--- config.mk ---
export PLATFORM = sky130hd
export DESIGN_NAME = gop_seq
export DESIGN_NICKNAME = d
export VERILOG_FILES = /design/src/rtl/gop_seq_pkg.sv /design/src/rtl/gop_cfg_check.sv /design/src/rtl/gop_frame_classify.sv /design/src/rtl/gop_seq.sv
export SDC_FILE = /design/constraint.sdc
export NUM_CORES = 1
export LEC_CHECK = 0
export CORE_UTILIZATION = 35
export CTS_CLUSTER_SIZE = 20
export DETAILED_ROUTE_END_ITERATION = 8
export DONT_BUFFER_PORTS = 1
export GPL_TIMING_DRIVEN = 0
export SETUP_SLACK_MARGIN = 0.05
export SYNTH_ARGS = -nofsm -noshare
export SYNTH_HDL_FRONTEND = slang
export SYNTH_HIERARCHICAL = 1
export SYNTH_SLANG_ARGS = --single-unit
--- constraint.sdc ---
create_clock -name clk_i -period 22.4 [get_ports clk_i]
set_clock_uncertainty 0.1 [all_clocks]
set_input_delay 3.36 -clock clk_i [delete_from_list [all_inputs] [get_ports clk_i]]
set_output_delay 3.36 -clock clk_i [all_outputs]
set_load 0.01 [all_outputs]
--- src/rtl/gop_seq_pkg.sv ---
package gop_seq_pkg;
  typedef enum logic [1:0] {PIC_NONE = 2'd0, PIC_I = 2'd1, PIC_P = 2'd2, PIC_B = 2'd3} pic_e;
  typedef enum logic [1:0] {MODE_CLOSED = 2'd0, MODE_BWD = 2'd1, MODE_OPEN = 2'd2, MODE_RSVD = 2'd3} gop_mode_e;
endpackage

--- src/rtl/gop_cfg_check.sv ---
module gop_cfg_check
  import gop_seq_pkg::*;
#(
  parameter int M_W   = 2,
  parameter int IDX_W = 5,
  parameter int M_MAX = 3,
  parameter int N_MAX = 19
) (
  input  logic [M_W-1:0]   m_i,
  input  logic [IDX_W-1:0] n_i,
  input  logic [1:0]       mode_i,
  output logic             ok_o,
  output logic [M_W-1:0]   lead_o
);
  logic [IDX_W-1:0] div;
  logic [IDX_W-1:0] rem_n, rem_nm1;
  logic             range_ok;

  assign div      = (m_i == '0) ? IDX_W'(1) : IDX_W'(m_i);
  assign rem_n    = n_i % div;
  assign rem_nm1  = (n_i - IDX_W'(1)) % div;
  assign range_ok = (m_i != '0) && (32'(m_i) <= M_MAX) && (n_i != '0) && (32'(n_i) <= N_MAX);

  always_comb begin
    ok_o   = 1'b0;
    lead_o = '0;
    if (range_ok) begin
      unique case (gop_mode_e'(mode_i))
        MODE_CLOSED: ok_o = (rem_nm1 == '0);
        MODE_BWD, MODE_OPEN: begin
          ok_o   = (rem_n == '0);
          lead_o = m_i - M_W'(1);
        end
        default: ok_o = 1'b0;
      endcase
    end
  end
endmodule

--- src/rtl/gop_frame_classify.sv ---
module gop_frame_classify
  import gop_seq_pkg::*;
#(
  parameter int M_W   = 2,
  parameter int IDX_W = 5
) (
  input  logic [IDX_W-1:0] idx_i,
  input  logic [M_W-1:0]   m_i,
  input  logic [M_W-1:0]   lead_i,
  input  logic [1:0]       mode_i,
  input  logic             first_i,
  output pic_e             pic_o,
  output logic             bwd_o,
  output logic             virt_o
);
  logic [IDX_W-1:0] j, div, rem;
  logic             leading;

  assign leading = idx_i < IDX_W'(lead_i);
  assign j       = idx_i - IDX_W'(lead_i);
  assign div     = (m_i == '0) ? IDX_W'(1) : IDX_W'(m_i);
  assign rem     = j % div;

  always_comb begin
    if (leading)          pic_o = PIC_B;
    else if (j == '0)     pic_o = PIC_I;
    else if (rem == '0)   pic_o = PIC_P;
    else                  pic_o = PIC_B;
  end

  // leading B frames: always self-contained in bwd mode, only first group in open mode
  assign bwd_o  = leading && ((gop_mode_e'(mode_i) == MODE_BWD) ||
                              ((gop_mode_e'(mode_i) == MODE_OPEN) && first_i));
  assign virt_o = (m_i == M_W'(1)) && (idx_i != '0) && !idx_i[0];
endmodule

--- src/rtl/gop_seq.sv ---
module gop_seq
  import gop_seq_pkg::*;
#(
  parameter int M_MAX = 3,
  parameter int N_MAX = 19,
  localparam int M_W   = $clog2(M_MAX + 1),
  localparam int IDX_W = $clog2(N_MAX + 1)
) (
  input  logic             clk_i,
  input  logic             rst_ni,
  input  logic             cfg_load_i,
  input  logic [M_W-1:0]   cfg_m_i,
  input  logic [IDX_W-1:0] cfg_n_i,
  input  logic [1:0]       cfg_mode_i,
  input  logic             restart_i,
  input  logic             frame_tick_i,
  output logic             frame_stb_o,
  output logic [1:0]       pic_o,
  output logic [IDX_W-1:0] frame_idx_o,
  output logic             gop_start_o,
  output logic             bwd_only_o,
  output logic             virt_b_o,
  output logic             cfg_err_o
);
  logic [M_W-1:0]   m_q, lead_q, lead_d;
  logic [IDX_W-1:0] n_q, nidx_q, cur_idx;
  logic [1:0]       mode_q;
  logic             active_q, first_q, rpend_q, cfg_ok;
  logic             cur_rst, cur_first, cur_last, c_bwd, c_virt;
  pic_e             c_pic;

  gop_cfg_check #(.M_W(M_W), .IDX_W(IDX_W), .M_MAX(M_MAX), .N_MAX(N_MAX)) u_cfg (
    .m_i   (cfg_m_i),
    .n_i   (cfg_n_i),
    .mode_i(cfg_mode_i),
    .ok_o  (cfg_ok),
    .lead_o(lead_d)
  );

  assign cur_rst   = rpend_q | restart_i;
  assign cur_idx   = cur_rst ? '0 : nidx_q;
  assign cur_first = cur_rst | first_q;
  assign cur_last  = (cur_idx == n_q - IDX_W'(1));

  gop_frame_classify #(.M_W(M_W), .IDX_W(IDX_W)) u_cls (
    .idx_i  (cur_idx),
    .m_i    (m_q),
    .lead_i (lead_q),
    .mode_i (mode_q),
    .first_i(cur_first),
    .pic_o  (c_pic),
    .bwd_o  (c_bwd),
    .virt_o (c_virt)
  );

  always_ff @(posedge clk_i or negedge rst_ni) begin
    if (!rst_ni) begin
      m_q <= '0; n_q <= '0; mode_q <= '0; lead_q <= '0;
      active_q <= 1'b0; cfg_err_o <= 1'b0;
      nidx_q <= '0; first_q <= 1'b1; rpend_q <= 1'b0;
      frame_stb_o <= 1'b0; gop_start_o <= 1'b0;
      pic_o <= PIC_NONE; frame_idx_o <= '0;
      bwd_only_o <= 1'b0; virt_b_o <= 1'b0;
    end else begin
      frame_stb_o <= 1'b0;
      gop_start_o <= 1'b0;
      if (cfg_load_i) begin
        m_q <= cfg_m_i; n_q <= cfg_n_i; mode_q <= cfg_mode_i; lead_q <= lead_d;
        active_q  <= cfg_ok;
        cfg_err_o <= !cfg_ok;
        nidx_q    <= '0;
        first_q   <= 1'b1;
        rpend_q   <= 1'b0;
      end else if (frame_tick_i && active_q) begin
        frame_stb_o <= 1'b1;
        gop_start_o <= (cur_idx == '0);
        pic_o       <= c_pic;
        frame_idx_o <= cur_idx;
        bwd_only_o  <= c_bwd;
        virt_b_o    <= c_virt;
        nidx_q      <= cur_last ? '0 : cur_idx + IDX_W'(1);
        first_q     <= cur_first && !cur_last;
        rpend_q     <= 1'b0;
      end else if (restart_i) begin
        rpend_q <= 1'b1;
      end
    end
  end
endmodule

---- Yosys cells after proc, flatten, opt, wreduce, memory -nomap -nowiden ----
Cells that the tools add are included.
operators by class
  add/sub/neg operators ................... 5
  div/mod/pow operators ................... 3
  magnitude comparators ................... 2
  equal/unequal tests ..................... 6
  mux-type cells .......................... 22
  bitwise logic cells ..................... 3
  reductions and logical operators ........ 27
operators with widths
  cell                   number
  $logic_not A5 Y1       5
  $mux W5                4
  $mod A5 B5 Y5          3
  $mux W2                6
  $mux W1                11
  $reduce_bool A5 Y1     2
  $sub A5 B1 Y5 const B  2
  $logic_and A1 B1 Y1    8
  $eq A2 B1 Y1 const B   3
  $logic_not A2 Y1       3
  $add A5 B1 Y5 const B  1
  $eq A5 B5 Y1           1
  $le A5 B5 Y1 const B   1
  $lt A5 B2 Y1           1
  $sub A5 B2 Y5          1
  $eq A2 B2 Y1 const B   2
  $reduce_bool A2 Y1     2
  $logic_not A1 Y1       3
  $reduce_bool A3 Y1     1
  $or A1 B1 Y1           2
  $pmux W1 S2            1
  $reduce_and A2 Y1      1
  $reduce_or A2 Y1       1
  $sub A2 B1 Y2 const B  1
  other kinds (2)        2
storage, ports and cells
  flip-flop bits (word level) ............. 31
  input port bits ......................... 14
  output and inout bits ................... 12
  logic and storage cells ................. 83

---- Depth between registers and ports, before layout ----
  depth in word-level cells ............... 8
  gate-level depth with buffers ........... 36
  gate-level depth less buffers ........... 35

---- Cells and area by module ----
The synthesis kept the hierarchy.
by module, submodules not included
  module              instances  cells each  area each (µm²)  sequential area each (µm²)
  gop_cfg_check       1          195         1521.5           0.0
  gop_seq             1          134         1438.9           777.0
  gop_frame_classify  1          106         814.5            0.0

---- Worst setup path before layout ----
OpenSTA, ideal clock, no wires.
  path type ............................... input to register
  from .................................... in restart_i
  to ...................................... reg pic_o[0]
  setup time .............................. 118 ps
  data arrival time ....................... 9912 ps
  data required time ...................... 22182 ps
  slack ................................... 12270 ps
  cell stages on the path ................. 34
  path buffers ............................ 1
  path through ............................ nor2_4 buf_6 nand2_1 inv_1 inv_1 ha_1 fa_1 nor3b_2 xnor2_1 inv_1 ha_1 nor2b_1 a21oi_1 fa_1 nor2b_1 a21oi_1 inv_1 ha_1 o21a_1 or2_2 nor3_2 mux2i_1 ha_1 nor2b_1 o21ai_0 o21a_1 fa_1 inv_1 nor4_1 or4b_1 o31ai_1 a32oi_1 nand2_1 nand2_1
between the ends
  word-level cells in the longest chain between the ends .. 8
  elaborated cells on any way between the ends .. 10
  those cells by class .................... add/sub (1); div (1); order compare (1); mux (4); bitwise (1); reduce/logical (2)
RTL lines
  what                    line                      source
  start: declaration      gop_seq.sv:15             input logic restart_i,
  $or A1 B1 Y1 *          gop_seq.sv:40             assign cur_rst = rpend_q | restart_i;
  $mux W5 *               gop_seq.sv:41             assign cur_idx = cur_rst ? '0 : nidx_q;
  named net cur_idx[0]    gop_seq.sv:26             logic [IDX_W-1:0] n_q, nidx_q, cur_idx;
  $sub A5 B2 Y5           gop_frame_classify.sv:20  assign j = idx_i - IDX_W'(lead_i);
  $mod A5 B5 Y5           gop_frame_classify.sv:22  assign rem = j % div;
  $logic_not A5 Y1        gop_frame_classify.sv:27  else if (rem == '0) pic_o = PIC_P;
  $mux W1                 gop_frame_classify.sv:27
  $mux W2                 gop_frame_classify.sv:26  else if (j == '0) pic_o = PIC_I;
  $mux W2 *               gop_frame_classify.sv:25  if (leading) pic_o = PIC_B;
  named net c_pic[0]      gop_seq.sv:30             pic_e c_pic;
  end signal: assignment  gop_seq.sv:77             pic_o <= c_pic;
  end: declaration        gop_seq.sv:18             output logic [1:0] pic_o,
Mark *: on every way through the listed nets, which the timed path passes. The rest lies on a longest branch.
A chain may end at the register's enable or synchronous reset.

---- Worst setup path in the final report ----
Same ends and word-level chain as after synthesis.

==> impl_results.md <==
* Final Max Slew Viols at 0
* Clock Path Buffers at 2
* Number of synthesized flops with an enable pin at 0
* Worst Path Max Fanout at 10
* DR vias at 3106
* Multi-input gate area at 2750 um2
* Port Buf Inserts at 0
* Critical Path Most Common Cell: inv_1
* Filler cells at 1097
* Die height at 106 um
* Crit path buffers/inverters at 6
* Setup TNS Final at 0 ns
* First-pass GRT wire length at 14300 um
* CP top delay family: simple AND/OR/NAND/NOR gates
* Width of the die at between 100 and 150 um
* CP Launch Type: input pin
* P&R area growth vs syn at 6.83%
* Setup bufs post-CTS at 0
* Mapped Cells at 435
* Maxcap violations at 0
* Clk_lat worst skew at 0.27 ns
* Ys Warns at 6
* Distinct cells, synth at 83
* Least-Margin Pin Slew at 0.640 ns
* Worst min path class: reg2reg
* Total gr overflow at 0
* Seq. cell area at 777 um2
* Drt first pass iters at 4
* Fin. Hold Viols at 0
* Leakage at about 1.8 nW
* CTS buffer count at 5
* Most common cell after layout, fill and taps aside: nand2_1
* RSZ-0062 raised after global routing: no
* Antenna diodes at 0
* Outcome: finished, final reports clean
* Adder-cell share of the synthesized area at 17.3%
* Mux cell area share after synthesis at 5.80%
* Share of layout cells above drive strength 1 at 13.1%
* Count of final setup violators at 0
* Fmax at 92.6 MHz
* Post-synth ARST share at 100%
* Crit path DAT at 10.87 ns
* Routed Antenna Nets at 0
* Pre-CTS setup slack at 11.41 ns
* Sequential fraction of the synthesis area at 20.6%
* Gr usage total at 15.5%
* Fin nets at 504
* XOR/XNOR Fraction of Synth Area at 5.30%
* Final period util at 48.2%
* Simple-gate share of the synthesized area at 23.8%
* Syn nets at 497
* Number of stages on the worst setup path at 34
* CTS tree: built
* Pwr Density at 68.6 nW/um2
* Post-CTS resize count at 0
* Reg clk slew, reported paths at 0.06 ns
* H-tree levels at 2
* Max stage delay cell, worst path: fa_1
* Root Buffer: clkbuf_8
* Largest family of logic cells by synthesized area: simple AND/OR/NAND/NOR gates
* Slew headroom at 57.3%
* Number of global-route vias before repair at 3095
* Largest net degree at the start of global routing at 32
* DR vias/cell at 5.37
* Clock Sinks at 31
* Hold depth at 2
* Min cycle time layout at ~11 ns
* Mapped cell area at 3770 um2
* Most frequent cells in the layout: nand2_1, inv_1, ha_1
* Post-layout util at 38.9%
* Initial antenna violation count at 0
* Total die area at 11200 um2
* Starting Density at 36.4%
* Iteration-0 DRC count of the detailed router at 96
* Prevailing post-synth register cell: dfrtp_1
* Final WL at 8260 um
* WL per Instance at between 10 and 15 um
* Seq cells post-synth at 31
* Dpl hpwl at about 6600 um
* Type of the worst setup path: in2reg
* Placer congestion estimate at 0.821
* Avg Synthesized Cell Area at between 8 and 9 um2
* Worst VDD drop at 0.0370 mV
* Post-synthesis compound-gate area fraction at 20.6%
* I/O pin cnt at 26
* Hold bufs inserted after CTS at 0
* Crit-path max cell delay at 0.55 ns
* Worst path required time at 22.46 ns
* FP Rows at 37
* Crit end category: flop
* Core footprint at 10400 um2
* Final setup margin at approximately 12 ns
* Reg2reg path depth at 34
* DRC Markers at 0
report_power, final:
part           switching [mW]  total [mW]  internal, mW  leakage, nW
logic                  0.0946       0.169        0.0747         1.39
registers             0.00404      0.0640        0.0600        0.401
clock network          0.0191      0.0431        0.0241       0.0470
total                   0.118       0.276         0.159         1.84
path summary, 6_finish.rpt:
kind,startpoint,endpoint,slack [ns]
max,restart_i,pic_o[0]$_DFFE_PN0P_,11.60
min,first_q$_DFFE_PN1N_,first_q$_DFFE_PN1N_,0.39
max reg2reg,rpend_q$_DFFE_PN0P_,pic_o[0]$_DFFE_PN0P_,14.29
min reg2reg,first_q$_DFFE_PN1N_,first_q$_DFFE_PN1N_,0.39
max in group asynchronous,rst_ni,first_q$_DFFE_PN1N_,19.34
min in group asynchronous,rst_ni,pic_o[0]$_DFFE_PN0P_,2.68
worst register-to-register path, delay by kind of cell, from the launching register on:
family | cells | cell delay [ns]
xor gates and xnor gates | 1 | 0.43
buffers and inverters | 6 | 0.71
muxes | 1 | 0.32
and+or+nand+nor | 12 | 2.65
DFF | 1 | 0.39
AOI/OAI and AO/OA | 7 | 1.01
adders and majority gates | 7 | 2.39
cell usage after synthesis (2+ instances only):
cell,instances,area share [%]
a2111o_1,2,0.60
a2111oi_4,2,1.5
a211oi_1,5,0.99
a21o_1,7,1.4
a21oi_1,16,2.1
a22o_1,2,0.46
a311oi_2,2,0.80
a31oi_1,3,0.50
and2_1,2,0.33
and3_1,4,0.66
and3b_1,2,0.46
buf_2,2,0.27
buf_6,4,1.2
clkbuf_1,3,0.30
dfrtp_1,30,20
fa_1,7,3.7
ha_1,41,14
inv_1,46,4.6
mux2_2,11,3.3
mux2i_1,8,2.1
nand2_1,53,5.3
nand2b_1,3,0.50
nand3_1,7,0.93
nand3b_1,3,0.60
nand4_1,2,0.33
nand4b_1,2,0.46
nor2_1,25,2.5
nor2_4,2,0.60
nor2b_1,6,0.99
nor3_1,9,1.2
nor3_2,2,0.53
nor3_4,2,0.86
nor3b_1,4,0.80
nor4_1,5,0.83
nor4b_1,4,0.93
o2111ai_1,2,0.46
o211ai_1,3,0.60
o21a_1,8,1.6
o21ai_0,20,2.7
o31ai_1,6,1.2
or2_2,5,0.83
or3_1,3,0.50
xnor2_1,17,3.9
xor2_1,4,0.93
sequential cells by signal, summed over array words and instances (netlist names), 2 cells and up:
name and flops:
frame_idx_o 5, n_q 5, nidx_q 5, lead_q 2, m_q 2, mode_q 2, pic_o 2
kinds of logic after synthesis:
| group | count (synthesis) |
|---|---|
| AND/OR/NAND/NOR | 157 |
| AO/OA/AOI/OAI | 99 |
| buffers and inverters | 58 |
| adder cells (fa/ha/maj) | 48 |
| flip-flops | 31 |
| XOR/XNOR | 22 |
| multiplexers | 20 |
routing by layer:
| metal | part of all wire, % | wire [um] | GRT usage [%] |
|---|---|---|---|
| met5 | 0 | 0 | 0 |
| met4 | 0.52 | 43 | 2.28 |
| met3 | 2.2 | 178 | 2.10 |
| met2 | 47 | 3910 | 26.5 |
| met1 | 50 | 4130 | 21.1 |
stage by stage:
stage | std cells | cell area, um2 | hold slack [ns] | power, mW
6_report | 578 | 4030 | 0.390 | 0.276
5_1_grt | 578 | 4030 | 0.408 | 0.301
4_1_cts | 578 | 4030 | 0.394 | 0.277
3_5_place_dp | 571 | 3950 | 0.385 | 0.233
3_3_place_gp | 571 | 3950 | 0.375 | 0.228
2_1_floorplan | 435 | 3770 | 0.367 | 0.205
area by class of cell:
cell class,count,share of cell area [%]
Multi-Input combinational cell,346,68.1
Sequential cell,31,19.3
Inverter,48,4.47
Tap cell,136,4.22
Clock buffer,6,2.05
Buffer,10,1.74
Clock inverter,1,0.124
(Power assumes the default switching activity.)
